[src/rtl/shadow_cfg_ctrl.sv]
module shadow_cfg_ctrl #(
  parameter int NREG    = 4,
  parameter int DW      = 16,
  parameter int IMM_DLY = 4,
  localparam int AW     = (NREG > 1) ? $clog2(NREG) : 1
) (
  input  logic                 clk,
  input  logic                 rst_n,
  input  logic                 wr_en,
  input  logic [AW-1:0]        wr_addr,
  input  logic [DW-1:0]        wr_data,
  input  logic                 mask_we,
  input  logic [NREG-1:0]      mask_d,
  input  logic                 imm_mode,
  input  logic                 sw_txen,
  input  logic                 in_en,
  input  logic                 hw_txen,
  input  logic                 hw_upd,
  output logic [NREG*DW-1:0]   slave_q,
  output logic                 upd_done
);

  logic [DW-1:0]   mst [NREG];
  logic [DW-1:0]   slv [NREG];
  logic [NREG-1:0] mask_q;
  logic            sw_q;
  logic [2:0]      tx_s, up_s;
  logic [IMM_DLY-1:0] imm_v;
  logic [AW-1:0]   imm_a [IMM_DLY];

  wire tx_rise  = tx_s[1] & ~tx_s[2];
  wire up_rise  = up_s[1] & ~up_s[2];
  wire evt      = (sw_txen & ~sw_q) | (in_en & (tx_rise | up_rise));
  wire imm_fire = imm_v[IMM_DLY-1];
  wire [AW-1:0] imm_addr = imm_a[IMM_DLY-1];

  always_ff @(posedge clk or negedge rst_n) begin
    if (!rst_n) begin
      mask_q   <= '1;
      sw_q     <= 1'b0;
      tx_s     <= '0;
      up_s     <= '0;
      imm_v    <= '0;
      upd_done <= 1'b0;
      for (int i = 0; i < NREG; i++) begin
        mst[i] <= '0;
        slv[i] <= '0;
      end
      for (int k = 0; k < IMM_DLY; k++) imm_a[k] <= '0;
    end else begin
      sw_q     <= sw_txen;
      tx_s     <= {tx_s[1:0], hw_txen};
      up_s     <= {up_s[1:0], hw_upd};
      upd_done <= evt;
      if (mask_we) mask_q <= mask_d;
      if (wr_en) mst[wr_addr] <= wr_data;
      imm_v[0] <= wr_en & imm_mode;
      imm_a[0] <= wr_addr;
      for (int k = 1; k < IMM_DLY; k++) begin
        imm_v[k] <= imm_v[k-1];
        imm_a[k] <= imm_a[k-1];
      end
      for (int i = 0; i < NREG; i++) begin
        if (imm_fire && imm_addr == AW'(i)) slv[i] <= mst[i];
        else if (evt && mask_q[i])          slv[i] <= mst[i];
      end
    end
  end

  for (genvar g = 0; g < NREG; g++) begin : g_out
    assign slave_q[g*DW +: DW] = slv[g];
  end

endmodule


[config.mk]
export PLATFORM = sky130hd
export DESIGN_NAME = shadow_cfg_ctrl
export DESIGN_NICKNAME = d
export VERILOG_FILES = /design/src/rtl/shadow_cfg_ctrl.sv
export SDC_FILE = /design/constraint.sdc
export NUM_CORES = 1
export LEC_CHECK = 0
export BUFFER_PORTS_ARGS = -buffer_cell sky130_fd_sc_hd__buf_2
export CAP_MARGIN = 15
export CORE_MARGIN = 2
export CORE_UTILIZATION = 50
export DETAILED_ROUTE_END_ITERATION = 10
export PLACE_DENSITY = 0.82
export SYNTH_ARGS = -nofsm -noshare
export SYNTH_HDL_FRONTEND = slang
export SYNTH_SLANG_ARGS = --single-unit
[constraint.sdc]
create_clock -name clk -period 1.85 [get_ports clk]
set_clock_uncertainty 0.15 [all_clocks]
set_input_delay 0.185 -clock clk [delete_from_list [all_inputs] [get_ports clk]]
set_output_delay 0.185 -clock clk [all_outputs]
set_load 0.02 [all_outputs]
# After elaboration in Yosys (flattened, before gate mapping)
# Index checks and enable logic that the tools add are counted.
# op_classes
bitwise_logic	11
eq_ne	3
n_mux	11
reduce_logical	14
order_cmp	2
# ops
operator	n
$mux W16	9
$bwmux W64	1
$demux W16 S2	1
$logic_and A1 B1 Y1	9
$reduce_bool A2 Y1	4
$and A1 B1 Y1	5
$eq A2 B2 Y1 const B	2
$ge A3 B3 Y1 const B	1
$lt A3 B1 Y1 const B	1
$not A1 Y1	3
$not A2 Y3	1
$eq A2 B1 Y1 const B	1
$logic_not A2 Y1	1
$or A1 B1 Y1	2
# totals
wordCells	59
in_bits	31
reg_bits	152
output_inout_bits	65

# Longest topological paths before layout
# Gate-level depths: netlist of the first run.
# depth
ltp_word	8
ltp_mapped	5
mapped_depth_nobuf	4

# Worst setup path after synthesis of the first run
# Ideal clock, no wire load.
# synth_timing
path_type	register to register
start	reg up_s[1]
end	reg slv (netlist bit slave_q[10])
path_buffers	1
path_stages_with_launch	6
t_arrival_ns	1.524
setup_ns	0.125
required_time_ns	1.575
path_slack_ns	0.052
cell_sequence	dfrtp_1 inv_1 o22ai_4 a311oi_4 buf_6 mux2_2
# synth_via
elab_chain_len	6
# synth_rtl
item	line_no	source
start: declaration	27	logic [2:0] tx_s, up_s;
start signal: assignment	53	up_s <= {up_s[1:0], hw_upd};
$and A1 B1 Y1	32	wire up_rise = up_s[1] & ~up_s[2];
$or A1 B1 Y1	33	wire evt = (sw_txen & ~sw_q) | (in_en & (tx_rise | up_rise));
$and A1 B1 Y1	33	
$or A1 B1 Y1	33	
$logic_and A1 B1 Y1	65	else if (evt && mask_q[i]) slv[i] <= mst[i];
$reduce_bool A2 Y1 (no line)	n/a	
end signal: indexed assignment	64	if (imm_fire && imm_addr == AW'(i)) slv[i] <= mst[i];
end signal: indexed assignment	65	
end: declaration	24	logic [DW-1:0] slv [NREG];
# Every way passes these cells.
# A chain may end at the register's enable or synchronous reset.

# Worst setup path in the final report of the first run
# layout_timing
start	in sw_txen
end	reg slv (netlist bit slave_q[8])
# layout_via
elab_chain_len	4
# layout_rtl
item	line_no	source
start: declaration	15	input logic sw_txen,
$and A1 B1 Y1	33	
$or A1 B1 Y1	33	
$logic_and A1 B1 Y1	65	
$reduce_bool A2 Y1 (no line)	n/a	
# Every way passes these cells.

==> results of run 1 <==
## placed cells by master, fill, tap and decap left out, drive strengths merged, types with 2 or more instances in the layout
cell,n
dfrtp,148
clkbuf,22
clkinvlp,5
inv,4
nand3b,2
buf,112
a31oi,3
clkinv,3
dlygate4sd3,34
a32o,2
nor3b,2
dfstp,4
mux2,132
and2,2
bufinv,2
## metrics by stage
stage / setup TNS (ps) / cell area, um^2 / hold WS [ps]
detailed placement: 0 / 6361 / -125.0
global placement: 0 / 6361 / -129.1
finish: 0 / 7296 / 78.39
floorplan: 0 / 5584 / -260.6
CTS: 0 / 7256 / 48.90
global route: -8.904 / 7296 / 84.19
## state kept, by name (all words and copies together) (netlist names)
signal    cells
upd_done      1
tx_s          3
mask_q        4
imm_v         4
mst          64
up_s          3
sw_q          1
slave_q      64
imm_a         6
imm_addr      2
## cell type report
type,instances,area [um^2]
Tap cell,140,175.2
Clock inverter,11,125.1
Fill cell,779,3592
Sequential cell,152,3809
Clock buffer,21,429.2
Timing Repair Buffer,147,1045
Inverter,3,11.26
Multi-Input combinational cell,150,1702
## critical path, stage by stage
cell and delay (ps):
dlygate4sd3_1 540, buf_2 130, nor2b_4 130, and2_1 180, a311oi_4 210, buf_6 160
clkbuf_16 150, mux2_2 330
## repair_timing
action	CTS	global route
setup buffers	0	1
hold buffers	34	0
endpoints found under the hold margin	227	0
resized for setup	0	2
endpoints found under the setup margin	0	6
## worst max path at each step
stage	end	slack (ps)
after floorplan	slave_q[10]	50
after detailed placement	slave_q[10]	70
after CTS	slave_q[35]	50
after global routing	slave_q[3]	-4
final	slave_q[8]	70
after global placement	slave_q[4]	130
## logic make-up (layout without fill, tap and decap cells)
| group | after synthesis | count (layout) |
|---|---|---|
| buf+inv | 12 | 182 |
| compound gates | 9 | 9 |
| mux | 132 | 132 |
| simple gates | 9 | 9 |
| flops | 152 | 152 |
## metal layers
metal | global-route usage, % | share of wire (%) | routed length (um)
met4 | 6.420 | 1.2 | 140
met3 | 7.647 | 5.4 | 632
met2 | 35.71 | 51 | 5937
met5 | 0 | 0 | 0
met1 | 25.68 | 42 | 4928
## power by group through the flow
stage / Clock, mW / Combinational, mW / Sequential [mW]
after global placement: 0 / 2.37 / 4.58
after detailed placement: 0 / 2.43 / 4.66
after CTS: 3.27 / 2.50 / 4.61
after floorplan: 0 / 0.858 / 5.21
final: 3.21 / 2.49 / 4.60
after global routing: 3.43 / 2.68 / 4.71
==> results.json, run 1 <==
{
  "place_hpwl_um": 7796,
  "fin_ws_ps": 72.43,
  "worstSkewPairLatency_ps": 520,
  "drv_cap": 0,
  "start_util_pct": 51.29,
  "antenna_left": 0,
  "grt_max_degree": 66,
  "r2r_cells": 6,
  "required_ps": 2100,
  "yosys.area.top_type_share_pct": 66.32,
  "antenna_found_initial": 0,
  "netlist_area_um2": 5584,
  "synth_xor_area_share_pct": 0,
  "worst_setup_path_startpoint": "sw_txen",
  "clock_sinks": 152,
  "grt_pass1_vias": 3591,
  "synth_top_family_by_area": "multiplexers",
  "ir_drop_mv": 1.067,
  "r2r-end": "slave_q[8]",
  "grt_usage_pct": 21.22,
  "chipWidth_um": 109.7,
  "synth_edf_count": 0,
  "cts_tree": "yes",
  "gr-total-overflow": 0,
  "post-route-util_pct": 67.01,
  "yosysWarnings": 0,
  "finalCriticalPeriod_ps": 1778,
  "finalWirelength_um": 11640,
  "dieHeight_um": 109.7,
  "swShare_pct": 29.86,
  "hold_path_class": "primary input to async pin",
  "setup_viol": 0,
  "vias": 3235,
  "worst_pin_slew_ps": 395.7,
  "synth_ff_type": "dfrtp_1",
  "power_mw": 10.30,
  "dp_cells": 556,
  "ys_async_sr_fraction_pct": 100.0,
  "io_pins": 96,
  "p_leak_nw": 3.329,
  "n_antenna_cell": 0,
  "startpoint_type": "primary input",
  "synthDistinctLibCells": 24,
  "internal_power_mw": 7.223,
  "syn_nets": 345,
  "regToRegSetupSlack_ps": 80,
  "max_freq_mhz": 562.6,
  "synth-simple-area-share_pct": 1.255,
  "dr.pass1.iters": 3,
  "seq_area_frac_synth_pct": 68.21,
  "p_clk_share_pct": 31.1,
  "cts_made_buffers": 17,
  "yosysMostFrequentCell": "dfrtp_1",
  "clk_pin_slew_ps": 60,
  "synth_fa_ha_area_share_pct": 0,
  "r2r-start": "up_s[1]",
  "dp_slack_ps": 70.21,
  "syn2layout_area_growth_pct": 30.65,
  "hold_violations": 0,
  "syn_avg_cell_area_um2": 17.78,
  "gp_congestion": 0.7558,
  "muxShareOfSynthArea_pct": 26.62,
  "fin_nets": 502,
  "cp.arrival_ps": 2030,
  "cts_buffer_depth": 2,
  "post-synth-top-area-cell": "dfrtp_1",
  "period_share_pct": 96.08,
  "synthTopCellsByArea": "dfrtp_1, mux2_2, dfstp_2",
  "end_kind": "flip-flop",
  "ys_ff_latch": 152,
  "port_buffers": 95,
  "avgRoutedWirePerCell_um": 18.65,
  "powerDensity_nw_per_um2": 1411,
  "final_layout_size_suffix_gt1_share_pct": 58.47,
  "drc_errors": 0,
  "grt_pass1_wl_um": 18530,
  "outcome": "finished, final reports clean",
  "std_cell_rows": 38,
  "crit_fanout": 8,
  "final_cells": 624,
  "drt_iter0_markers": 103,
  "h-tree-depth": 4,
  "synth_commonest_cells": "dfrtp_1, mux2_2, buf_2, dfstp_2, inv_1",
  "max_slew_margin_pct": 73.53,
  "synth_compound_area_share_pct": 2.487,
  "die_area_um2": 12030,
  "combPwrFrac_pct": 24.2,
  "switchingPower_mw": 3.075,
  "vias_per_cell": 5.184,
  "path_class": "primary input to flip-flop",
  "core_area_um2": 10890,
  "cts_root_buffer": "clkbuf_8",
  "final_max_slew_viol_count": 0,
  "seq_power_share_pct": 44.7,
  "netlist_instances": 314
}
No activity file was read; power rests on OpenSTA's default activity.
==> run 2, diff against run 1 <==
- SETUP_SLACK_MARGIN: not set -> 0.1
==> run 2 against run 1 <==
Compared with the run above: sequential share of layout area decreased by 0.38 points; wire length decreased by 2.2%; register-to-register slack improved by 20 ps; total power increased by 5.3%; final cell count decreased by 0.64%; utilization increased by 0.49 points; non-clock buffer count decreased by 3.
==> results.json, run 2 (synthesis results as in run 1) <==
{
  "outcome": "finished, final reports clean",
  "post-cts-setup-buffers": 0,
  "path_class": "flip-flop to flip-flop",
  "cts_root_buffer": "clkbuf_8",
  "chipWidth_um": 109.7,
  "p_clk_share_pct": 34.7,
  "grt_pass1_wl_um": 18100,
  "grt_pass1_vias": 3549,
  "cts_made_buffers": 17,
  "h-tree-depth": 4,
  "avgRoutedWirePerCell_um": 18.36,
  "swShare_pct": 28.30,
  "finalCriticalPeriod_ps": 1747,
  "fin_nets": 499,
  "drv_cap": 0,
  "p_leak_nw": 3.362,
  "critPathSlowestCell": "dfrtp_1",
  "vias": 3179,
  "worst_pin_slew_ps": 484.5,
  "n_antenna_cell": 0,
  "period_share_pct": 94.42,
  "io_pins": 96,
  "std_cell_rows": 38,
  "gr-total-overflow": 0,
  "dieHeight_um": 109.7,
  "crit_family": "compound AO/OA/AOI/OAI gates",
  "gp_congestion": 0.7930,
  "max_freq_mhz": 572.5,
  "internal_power_mw": 7.773,
  "ir_drop_mv": 1.008,
  "hold_path_class": "primary input to async pin",
  "setup_viol": 0,
  "final_layout_size_suffix_gt1_share_pct": 59.58,
  "final.setup.tns_ps": 0,
  "crit_fanout": 5,
  "clock_sinks": 152,
  "syn2layout_area_growth_pct": 31.62,
  "place_hpwl_um": 7487,
  "startpoint_type": "flip-flop",
  "hold_violations": 0,
  "critPathBufInv": 1,
  "end_kind": "flip-flop",
  "grt_usage_pct": 20.73,
  "slowest_delay_ps": 410,
  "clk_pin_slew_ps": 60,
  "finalWirelength_um": 11380,
  "powerDensity_nw_per_um2": 1475,
  "worstSkewPairLatency_ps": 530,
  "final_common_cell": "dfrtp_1",
  "seq_power_share_pct": 42.4,
  "required_ps": 2100,
  "combPwrFrac_pct": 22.8,
  "final_max_slew_viol_count": 0,
  "dr.pass1.iters": 4,
  "most-common-layout-cells": "dfrtp_1, mux2_2, buf_2, dlygate4sd3_1, clkbuf_16",
  "drc_errors": 0,
  "vias_per_cell": 5.127,
  "crit_chain": "a32o_1 > a31oi_4 > buf_4 > mux2_2",
  "drt_iter0_markers": 85,
  "max_slew_margin_pct": 67.70,
  "cp.arrival_ps": 2000,
  "grt_setup_unrepaired": "yes",
  "cts_buffer_depth": 2,
  "cts_tree": "yes",
  "port_buffers": 95,
  "grt_max_degree": 52,
  "die_area_um2": 12030,
  "switchingPower_mw": 3.068,
  "post-route-util_pct": 67.50,
  "start_util_pct": 51.29,
  "antenna_left": 0,
  "antenna_found_initial": 0,
  "core_area_um2": 10890
}
-- run 2: cell count changes in the layout (fill, tap and decap cells not counted) --
cell / delta
inv_1: -2
buf_6: -1
clkbuf_8: +1
dlygate4sd3_1: -1
inv_2: +2
clkinv_2: +1
clkbuf_1: -4
inv_6: -1
clkbuf_16: -1
clkinvlp_4: -2
bufinv_16: +4
-- run 2: final cells by class --
| class | instances | area, um^2 |
|---|---|---|
| multi-input combinational | 150 | 1702 |
| clock buffer | 18 | 427.9 |
| tap | 140 | 175.2 |
| sequential | 152 | 3809 |
| fill | 742 | 3538 |
| timing repair buffer | 144 | 998.5 |
| inverter | 3 | 11.26 |
| clock inverter | 13 | 226.5 |
-- run 2: path summary, 6_finish.rpt --
check,slack (ps),to,from,depth (start not counted)
worst min register to register,200,tx_s[1],tx_s[0],0
worst max register to register,100,slave_q[50],imm_v[3],4
worst min-delay path,30,mst[47],rst_n,2
min in group clk,120,mst[14],wr_en,4
worst max-delay path,100,slave_q[50],imm_v[3],4
max in group asynchronous,920,slave_q[1],rst_n,3
-- run 2: per-stage QoR --
stage                     power (mW)  setup WS [ps]  cell area, um^2  instances  hold slack (ps)
after floorplan                6.069          106.0             5584        314           -260.6
final                          10.84          103.3             7350        620            34.95
after detailed placement       7.079          147.1             6361        556            11.04
after global placement         6.950          157.7             6361        556            4.777
after global routing           11.33          65.30             7350        620            58.29
after CTS                      10.93          106.2             7346        620            19.71
-- run 2: metal layers --
layer	vias to the layer above	GRT usage (%)	wire length, um
met3	14	6.876	665
met4	0	8.137	132
li1	1428	-	-
met2	88	33.95	5653
met5	-	0	0
met1	1649	25.57	4930
-- run 2: timing repair --
item | 4_1_cts | 5_1_grt
endpoints found under the setup margin | 0 | 45
resized for setup | 0 | 1
hold buffers | 33 | 0
hold endpoints to repair | 227 | 0
-- run 2: power by group through the flow --
stage	clock network, mW	logic, mW	registers, mW
2_1_floorplan	0	0.858	5.21
3_3_place_gp	0	2.36	4.59
3_5_place_dp	0	2.43	4.64
4_1_cts	3.83	2.51	4.60
5_1_grt	3.98	2.65	4.70
6_report	3.77	2.47	4.60
